--- config.mk ---
export PLATFORM = sky130hd
export DESIGN_NAME = pbw_write_qualifier
export DESIGN_NICKNAME = d
export VERILOG_FILES = /design/src/rtl/pbw_pkg.sv /design/src/rtl/pbw_sync.sv /design/src/rtl/pbw_filter.sv /design/src/rtl/pbw_delay.sv /design/src/rtl/pbw_fsm.sv /design/src/rtl/pbw_write_qualifier.sv
export SDC_FILE = /design/constraint.sdc
export NUM_CORES = 1
export LEC_CHECK = 0
export BUFFER_PORTS_ARGS = -buffer_cell sky130_fd_sc_hd__buf_2
export CAP_MARGIN = 10
export CORE_MARGIN = 2
export CORE_UTILIZATION = 34
export CTS_CLUSTER_SIZE = 14
export DETAILED_ROUTE_END_ITERATION = 10
export PLACE_DENSITY = 0.59
export SLEW_MARGIN = 20
export SYNTH_ARGS = -nofsm -noshare
export SYNTH_HDL_FRONTEND = slang
export SYNTH_SLANG_ARGS = --single-unit
--- constraint.sdc ---
create_clock -name clk -period 1.8 [get_ports clk]
set_input_delay 0 -clock clk [delete_from_list [all_inputs] [get_ports clk]]
set_output_delay 0 -clock clk [all_outputs]
set_load 0.1 [all_outputs]
--- src/rtl/pbw_pkg.sv ---
package pbw_pkg;

   // bit positions of the synchronized control vector
   localparam int CTL_CS  = 0;
   localparam int CTL_WE  = 1;
   localparam int CTL_OE  = 2;
   localparam int CTL_PWR = 3;
   localparam int CTL_W   = 4;
   localparam int FLT_W   = 3;

   // conservative reset image: cycle-like controls, supply not good
   localparam logic [CTL_W-1:0] CTL_RST = 4'b0100;
   localparam logic [FLT_W-1:0] FLT_RST = 3'b100;

   function automatic int cnt_width(input int n);
      return (n < 2) ? 1 : $clog2(n);
   endfunction

endpackage

--- src/rtl/pbw_sync.sv ---
module pbw_sync #(
   parameter int          W       = 1,
   parameter int          STAGES  = 2,
   parameter logic [W-1:0] RST_VAL = '0
) (
   input  logic         clk,
   input  logic         rst_n,
   input  logic [W-1:0] din,
   output logic [W-1:0] dout
);

   logic [W-1:0] stg [STAGES];

   generate
      for (genvar k = 0; k < STAGES; k++) begin : g_stage
         if (k == 0) begin : g_first
            always_ff @(posedge clk or negedge rst_n) begin
               if (!rst_n) stg[k] <= RST_VAL;
               else        stg[k] <= din;
            end
         end else begin : g_next
            always_ff @(posedge clk or negedge rst_n) begin
               if (!rst_n) stg[k] <= RST_VAL;
               else        stg[k] <= stg[k-1];
            end
         end
      end
   endgenerate

   assign dout = stg[STAGES-1];

endmodule

--- src/rtl/pbw_filter.sv ---
module pbw_filter #(
   parameter int           W       = 3,
   parameter int           FILT    = 4,
   parameter logic [W-1:0] RST_VAL = '0
) (
   input  logic         clk,
   input  logic         rst_n,
   input  logic [W-1:0] din,
   output logic [W-1:0] dout
);
   import pbw_pkg::*;

   localparam int              CW       = cnt_width(FILT);
   localparam logic [CW-1:0]   CNT_LAST = CW'(FILT - 1);

   generate
      for (genvar i = 0; i < W; i++) begin : g_bit
         logic [CW-1:0] run;
         logic          lvl;

         always_ff @(posedge clk or negedge rst_n) begin
            if (!rst_n) begin
               lvl <= RST_VAL[i];
               run <= '0;
            end else if (din[i] == lvl) begin
               run <= '0;
            end else if (run == CNT_LAST) begin
               lvl <= din[i];
               run <= '0;
            end else begin
               run <= run + 1'b1;
            end
         end

         assign dout[i] = lvl;
      end
   endgenerate

endmodule

--- src/rtl/pbw_delay.sv ---
module pbw_delay #(
   parameter int W     = 8,
   parameter int DEPTH = 4
) (
   input  logic         clk,
   input  logic         rst_n,
   input  logic [W-1:0] din,
   output logic [W-1:0] dout
);

   generate
      if (DEPTH == 0) begin : g_pass
         assign dout = din;
      end else begin : g_line
         logic [W-1:0] tap [DEPTH];
         for (genvar k = 0; k < DEPTH; k++) begin : g_tap
            if (k == 0) begin : g_head
               always_ff @(posedge clk or negedge rst_n) begin
                  if (!rst_n) tap[k] <= '0;
                  else        tap[k] <= din;
               end
            end else begin : g_body
               always_ff @(posedge clk or negedge rst_n) begin
                  if (!rst_n) tap[k] <= '0;
                  else        tap[k] <= tap[k-1];
               end
            end
         end
         assign dout = tap[DEPTH-1];
      end
   endgenerate

endmodule

--- src/rtl/pbw_fsm.sv ---
module pbw_fsm #(
   parameter int AW = 20,
   parameter int DW = 16
) (
   input  logic          clk,
   input  logic          rst_n,
   input  logic          pwr_s,
   input  logic          cs_f,
   input  logic          we_f,
   input  logic          oe_f,
   input  logic [AW-1:0] addr_d,
   input  logic [DW-1:0] data_d,
   output logic          wr_stb,
   output logic [AW-1:0] wr_addr,
   output logic [DW-1:0] wr_data,
   output logic          eng_rst,
   output logic          lock_q
);

   logic          open_q;
   logic [AW-1:0] addr_q;
   logic          sel_act;
   logic          released;

   assign sel_act  = !lock_q && !cs_f && !we_f && oe_f;
   assign released = cs_f || we_f;

   always_ff @(posedge clk or negedge rst_n) begin
      if (!rst_n) begin
         lock_q  <= 1'b1;
         open_q  <= 1'b0;
         addr_q  <= '0;
         wr_stb  <= 1'b0;
         wr_addr <= '0;
         wr_data <= '0;
         eng_rst <= 1'b1;
      end else begin
         eng_rst <= !pwr_s;
         wr_stb  <= 1'b0;
         if (!pwr_s) begin
            lock_q <= 1'b1;
            open_q <= 1'b0;
         end else begin
            if (lock_q && released) lock_q <= 1'b0;
            if (!open_q && sel_act) begin
               open_q <= 1'b1;
               addr_q <= addr_d;
            end else if (open_q && !sel_act) begin
               open_q <= 1'b0;
               if (released && oe_f) begin
                  wr_stb  <= 1'b1;
                  wr_addr <= addr_q;
                  wr_data <= data_d;
               end
            end
         end
      end
   end

endmodule

--- src/rtl/pbw_write_qualifier.sv ---
module pbw_write_qualifier #(
   parameter int AW          = 20,
   parameter int DW          = 16,
   parameter int SYNC_STAGES = 2,
   parameter int FILT_LEN    = 4
) (
   input  logic          clk,
   input  logic          rst_n,
   input  logic          pwr_ok,
   input  logic          bus_cs_n,
   input  logic          bus_we_n,
   input  logic          bus_oe_n,
   input  logic [AW-1:0] bus_addr,
   input  logic [DW-1:0] bus_data,
   output logic          wr_stb,
   output logic [AW-1:0] wr_addr,
   output logic [DW-1:0] wr_data,
   output logic          eng_rst
);
   import pbw_pkg::*;

   localparam int BW = AW + DW;

   generate
      if (SYNC_STAGES < 2) begin : g_bad_sync
         $error("SYNC_STAGES must be at least 2");
      end
      if (FILT_LEN < 1) begin : g_bad_filt
         $error("FILT_LEN must be at least 1");
      end
      if (AW < 1 || DW < 1) begin : g_bad_bus
         $error("bus widths must be positive");
      end
   endgenerate

   logic [CTL_W-1:0] ctl_raw, ctl_s;
   logic [FLT_W-1:0] flt;
   logic [BW-1:0]    bus_s, bus_d;
   logic             cs_f, we_f, oe_f;
   logic             lock_q;

   assign ctl_raw = {pwr_ok, bus_oe_n, bus_we_n, bus_cs_n};

   pbw_sync #(.W(CTL_W), .STAGES(SYNC_STAGES), .RST_VAL(CTL_RST)) u_ctl_sync (
      .clk(clk), .rst_n(rst_n), .din(ctl_raw), .dout(ctl_s)
   );

   pbw_sync #(.W(BW), .STAGES(SYNC_STAGES), .RST_VAL('0)) u_bus_sync (
      .clk(clk), .rst_n(rst_n), .din({bus_addr, bus_data}), .dout(bus_s)
   );

   pbw_filter #(.W(FLT_W), .FILT(FILT_LEN), .RST_VAL(FLT_RST)) u_filter (
      .clk(clk), .rst_n(rst_n), .din(ctl_s[FLT_W-1:0]), .dout(flt)
   );

   // align address/data with the filter's acceptance latency
   pbw_delay #(.W(BW), .DEPTH(FILT_LEN)) u_align (
      .clk(clk), .rst_n(rst_n), .din(bus_s), .dout(bus_d)
   );

   assign cs_f = flt[CTL_CS];
   assign we_f = flt[CTL_WE];
   assign oe_f = flt[CTL_OE];

   pbw_fsm #(.AW(AW), .DW(DW)) u_fsm (
      .clk     (clk),
      .rst_n   (rst_n),
      .pwr_s   (ctl_s[CTL_PWR]),
      .cs_f    (cs_f),
      .we_f    (we_f),
      .oe_f    (oe_f),
      .addr_d  (bus_d[BW-1:DW]),
      .data_d  (bus_d[DW-1:0]),
      .wr_stb  (wr_stb),
      .wr_addr (wr_addr),
      .wr_data (wr_data),
      .eng_rst (eng_rst),
      .lock_q  (lock_q)
   );

endmodule

======== Word level (Yosys, flattened, before mapping) ========
Index checks and enable logic that the tools add are counted.
cells by class
  add/subtract/negate cells ............... 3
  bitwise logic cells ..................... 4
  reduce and logical (&&, ||, !) cells .... 19
  equal/unequal tests ..................... 8
  mux-type cells .......................... 15
operators by type and width
  kind                   number
  $mux W2                6
  $mux W1                9
  $reduce_and A2 Y1      4
  $logic_and A1 B1 Y1    7
  $add A2 B1 Y2 const B  3
  $eq A2 B2 Y1 const B   3
  $logic_not A1 Y1       6
  $not A1 Y1             4
  $reduce_and A4 Y1      1
  $eq A1 B1 Y1           3
  $ne A3 B1 Y1 const B   1
  $ne A2 B1 Y1 const B   1
  $logic_or A1 B1 Y1     1
word-level totals
  bits of input ports ..................... 42
  output and inout port bits .............. 38
  register bits ........................... 293
  logic and storage cells ................. 70

======== Logic depth before layout (Yosys ltp) ========
  depth after elaboration ................. 9
  mapped depth ............................ 4
  gate-level depth less buffers ........... 3

======== Modules after synthesis ========
A second synthesis with hierarchy kept.
unflattened totals
  cell total of the unflattened synthesis .. 457
  area, all modules ....................... 8881.0 um^2
by module, submodules not included
  module                 instances  cells each  seq. area each (um^2)  area an instance (um^2)
  pbw_delay              1          180         3603.5                 3873.7
  pbw_fsm                1          130         1503.9                 2304.7
  pbw_sync (u_bus_sync)  1          108         1801.7                 2072.0
  pbw_filter             1          27          226.5                  397.9
  pbw_sync (u_ctl_sync)  1          12          202.7                  232.7

======== Least setup slack after synthesis ========
No wires, ideal clock.
  path kind ............................... reg-to-reg
  start ................................... reg u_filter.g_bit[2].lvl
  end ..................................... reg u_fsm.addr_q[0]
  setup slack ............................. 0.095 ns
  required time ........................... 1.675 ns
  data arrival time ....................... 1.579 ns
  path buffers ............................ 1
  cell stages (with the launch flop) ...... 5
  setup time .............................. 0.125 ns
  period minus slack after synthesis ...... 1.705 ns
  path through ............................ dfstp_2 -> nand2_1 -> or4b_4 -> buf_6 -> mux2_4
on the way
  longest elaborated chain between the ends .. 3
ends and longest elaborated chain
  element                             RTL line          RTL
  from (decl)                         pbw_filter.sv:19  logic lvl;
  from (signal assigned)              pbw_filter.sv:23  lvl <= RST_VAL[i];
  from (signal assigned)              pbw_filter.sv:28  lvl <= din[i];
  $logic_and A1 B1 Y1                 pbw_fsm.sv:25     assign sel_act = !lock_q && !cs_f && !we_f && oe_f;
  $logic_and A1 B1 Y1                 pbw_fsm.sv:45     if (!open_q && sel_act) begin
  $reduce_and A2 Y1 (no source line)  --
  to (signal assigned)                pbw_fsm.sv:47     addr_q <= addr_d;
  to (decl)                           pbw_fsm.sv:21     logic [AW-1:0] addr_q;
Every way passes these cells.
A chain may end at the register's enable or synchronous reset.

======== Worst setup path in the final report ========
  start ................................... reg u_filter.g_bit[2].lvl
  end ..................................... reg u_fsm.addr_q[6]
Same word-level chain as after synthesis.

==> results summary <==
The flow ran to the end, and the final reports show no timing, DRC or antenna violations. The worst hold path begins at bus_data[6]. The number of global-route vias before repair was 3,856.

The number of buffers inserted during clock tree synthesis came out at 29. The post-route antenna net violation count is 0. The floorplan step defined a die boundary enclosing 25,600 um^2. The total power per unit cell area is 1527 nW/um^2. The multi-input combinational cell area is 903.4 um^2. The residual overflow from global routing is 0. The data arrival at the endpoint of the critical path came out at 2.14 ns. The number of setup buffers added after CTS is 0. The clock reaches the later pin of the worst-skew pair after 0.52 ns. The flip-flop and latch area came out at 7338 um^2. The setup total negative slack came out at 0 ns. The final standard cell utilization of the core is 43.96%. The worst hold path class is in -> reg.

The share of total power dissipated in combinational logic is 17.4%. The first-pass GRT wire length is 19,040 um. The gate count of the mapped netlist is 378.

Synthesis produced a netlist with a net count of 423. The data required time of the critical path came out at 2.20 ns. The synthesis-to-layout area growth came out at 28.06%. The final route contains 3,465 vias. Max-cap violations in this run came to 0. The critical path is of the reg -> reg type. The height of the chip came out at 160.0 um.

The cell area reported after detailed placement is 9213 um^2. The count of pins over their slew limit came out at 0. The maximum clock skew at final layout is 0.008899 ns.

The largest net degree at the start of global routing came out at 62. The fraction of power consumed by the clock network came out at 34.9%. The netlist uses 19 different library cells.

The count of placed standard cells including taps is 788. At the pin with the least slew margin, the transition time is 0.7274 ns. The number of clock sinks is 293.

The clock transition at the register clock pins on the worst setup and hold paths after CTS came out at 0.06 ns. The post-synthesis cell area is 8275 um^2. VDD sags by at most 0.8123 mV. The total number of yosys warnings is 0. The final layout net count came out at 586.

The share of total power consumed by net switching came out at 28.41%. The fraction of layout cells with a size suffix above 1 is 36.07%. In the post-synthesis netlist, the biggest area contributors are dfrtp_1, mux2_2, mux2_4. Along the worst path, the maximum fanout reaches 20.

The leakage power of the design is 5.109 nW. The worst reg-to-reg setup slack is 0.06 ns. The final weighted congestion in routability-driven placement came out at 0.6455.

The final period demand of the worst path is 1.743 ns. Clock tree synthesis selected as its root buffer the cell clkbuf_16. Timing analysis after detailed placement gives a worst setup slack of 0.06575 ns. The normalized max-slew margin came out at 51.35%. The sum of net half-perimeters after detailed placement came out at 6533 um. The x dimension of the die came out at 160.0 um.

After detailed routing, the average wire length per cell comes to 12.87 um. In this run the standard cell core region covers 24,110 um^2. The number of I/O port buffers came out at 79.

The buffer depth of the longest clock path came out at 3. The number of inserted diodes is 0. The startpoint identified for the worst register-to-register timing path is u_filter.g_bit[2].lvl. The final worst slack is 0.05671 ns. For hold timing, the worst endpoint is u_bus_sync.stg[42].

The remaining design rule violation count is 0. Sequential cells were found to cover 88.68% of the synthesized design area. The maximum clock frequency is 573.6 MHz. The summed area of non-filler cells in the final layout is 10,600 um^2. In this run, the number of DRC markers left after iteration 0 of detailed routing was 103.

In this run the power spent charging and discharging nets is 0.004596 W. Summed over its instances, the top area cell type makes up 87.09% of the synthesized netlist area. The routed wire length came out at 11,380 um. The number of ports placed on the die boundary is 80. In this run the number of H-tree levels came out at 1.

The sequential share of power is 47.7%. The initial standard-cell utilization of the core came out at 34.33%. The worst hold path stage count came out at 2. The number of cells on the worst reg-to-reg path is 4. The final critical path takes up 96.85% of the cycle. The initial antenna violation count came out at 0. The origin of the worst setup path is u_filter.g_bit[2].lvl. The first TritonRoute pass finished after 4 iterations. The internal power component is 0.01158 W. The number of standard-cell rows in the floorplan is 57. The mean post-synth cell area came out at 21.89 um^2.

Setup repair after global routing left no endpoint under its margin. The layout has 2,138 filler cells. The endpoint identified for the worst register-to-register timing path is u_fsm.addr_q[6]. The mean number of vias per cell came out at 3.920. The final hold violation count came to 0. STA classifies the critical path startpoint as a flip-flop.

Setup violations remaining at the end of the flow were counted as 0. The total global-route track usage is 9.079%. The number of non-filler instances in the completed layout came out at 884. The clock tree from TritonCTS is done. STA classifies the critical path endpoint as a flip-flop. The post-synthesis sequential element count came out at 293. The largest area contributor in the netlist is dfrtp_1.
[per-stage QoR]
step	hold slack, ns	total power, W
after floorplan	-0.2956	0.009887
after global placement	-0.04508	0.01051
after detailed placement	-0.03778	0.01061
after CTS	-0.01884	0.01644
after global routing	0.08869	0.01694
final	0.1097	0.01618
[cells by family (layout without fill, tap and decap cells)]
| kind of cell | Yosys count | count (layout) | share of synthesized area [%] |
|---|---|---|---|
| flops | 293 | 293 | 88.68 |
| mux | 59 | 59 | 8.936 |
| simple gates | 12 | 12 | 0.8919 |
| buf+inv | 7 | 189 | 0.5443 |
| fa+ha+maj | 3 | 3 | 0.4536 |
| xor+xnor | 3 | 3 | 0.3176 |
| compound gates | 1 | 1 | 0.1814 |
[area by class of cell]
cell class,instances,area share [%]
sequential,293,69.24
timing repair buffer,137,9.705
multi-input combinational,78,8.524
clock buffer,41,7.839
tap,324,3.825
clock inverter,9,0.7910
inverter,2,0.07084
[worst max-delay path by stage]
stage / end / cells past startpoint
after floorplan: u_fsm.addr_q[0] / 4
after global placement: u_fsm.addr_q[17] / 4
after detailed placement: u_fsm.addr_q[19] / 4
after CTS: u_fsm.addr_q[6] / 4
after global routing: u_fsm.addr_q[8] / 4
final: u_fsm.addr_q[6] / 4
[power by group through the flow]
stage / logic (W) / registers, W / clock network, W
3_5_place_dp: 0.00276 / 0.00785 / 0
4_1_cts: 0.00283 / 0.00774 / 0.00587
2_1_floorplan: 0.000722 / 0.00917 / 0
5_1_grt: 0.00296 / 0.00783 / 0.00615
6_report: 0.00281 / 0.00772 / 0.00565
3_3_place_gp: 0.00269 / 0.00781 / 0
[critical path: stages (launching register included)]
cell and delay (ns):
dfstp_2 0.52, nand2_1 0.06, or4b_4 0.53, buf_12 0.18, mux2_4 0.31
[flip-flops by register name, indices dropped and copies added, names as in the netlist]
name,flops
u_fsm.wr_addr,20
u_fsm.wr_stb,1
u_align.dout,36
u_ctl_sync.stg,4
u_fsm.addr_q,20
u_fsm.wr_data,16
u_fsm.lock_q,1
u_bus_sync.dout,36
u_bus_sync.stg,36
u_align.g_line.tap,108
u_fsm.open_q,1
u_fsm.eng_rst,1
u_filter.g_bit.run,6
u_filter.g_bit.lvl,3
u_ctl_sync.dout,4
[metal layers]
layer	up-vias	GRT usage, %	share of wire, %
met5	-	0	0
met3	26	2.468	4.9
li1	1568	-	-
met2	77	14.66	50
met1	1794	11.94	42
met4	0	3.153	2.8
[what timing repair did]
item / in CTS / in global routing
hold endpoints to repair: 333 / 2
gates resized for setup: 0 / 0
hold buffers: 42 / 4
[synthesized netlist by cell type]
| cell type | n |
|---|---|
| xnor2_1 | 1 |
| or4b_4 | 1 |
| mux2_2 | 39 |
| nor2_1 | 1 |
| nor4_1 | 1 |
| and2_1 | 2 |
| ha_1 | 3 |
| nor3b_1 | 2 |
| buf_2 | 3 |
| o2111ai_2 | 1 |
| nand2_1 | 3 |
| nor2b_1 | 1 |
| nor3_1 | 1 |
| xor2_1 | 2 |
| inv_1 | 2 |
| buf_6 | 2 |
| dfstp_2 | 5 |
| dfrtp_1 | 288 |
| mux2_4 | 20 |
[cells in the final DEF (no fill, tap or decap)]
cell type      netlist  layout
or4b_4               1       1
clkinv_2             0       3
clkbuf_1             0       6
mux2_4              20      20
mux2_2              39      39
nor3_1               1       1
buf_4                0       7
buf_8                0       1
nor3b_1              2       2
xor2_1               2       2
inv_6                0       1
clkinvlp_4           0       4
xnor2_1              1       1
nor2_1               1       1
o2111ai_4            0       1
dfrtp_1            288     288
nor2b_1              1       1
ha_1                 3       3
dlygate4sd3_1        0      45
inv_1                2       2
and2_1               2       2
clkbuf_8             0       6
buf_12               0       6
dfstp_2              5       5
nor4_1               1       1
bufinv_16            0       1
clkbuf_16            0      29
nand2_1              3       3
buf_2                3      78
Note: power is estimated with default switching activity, not from simulation.
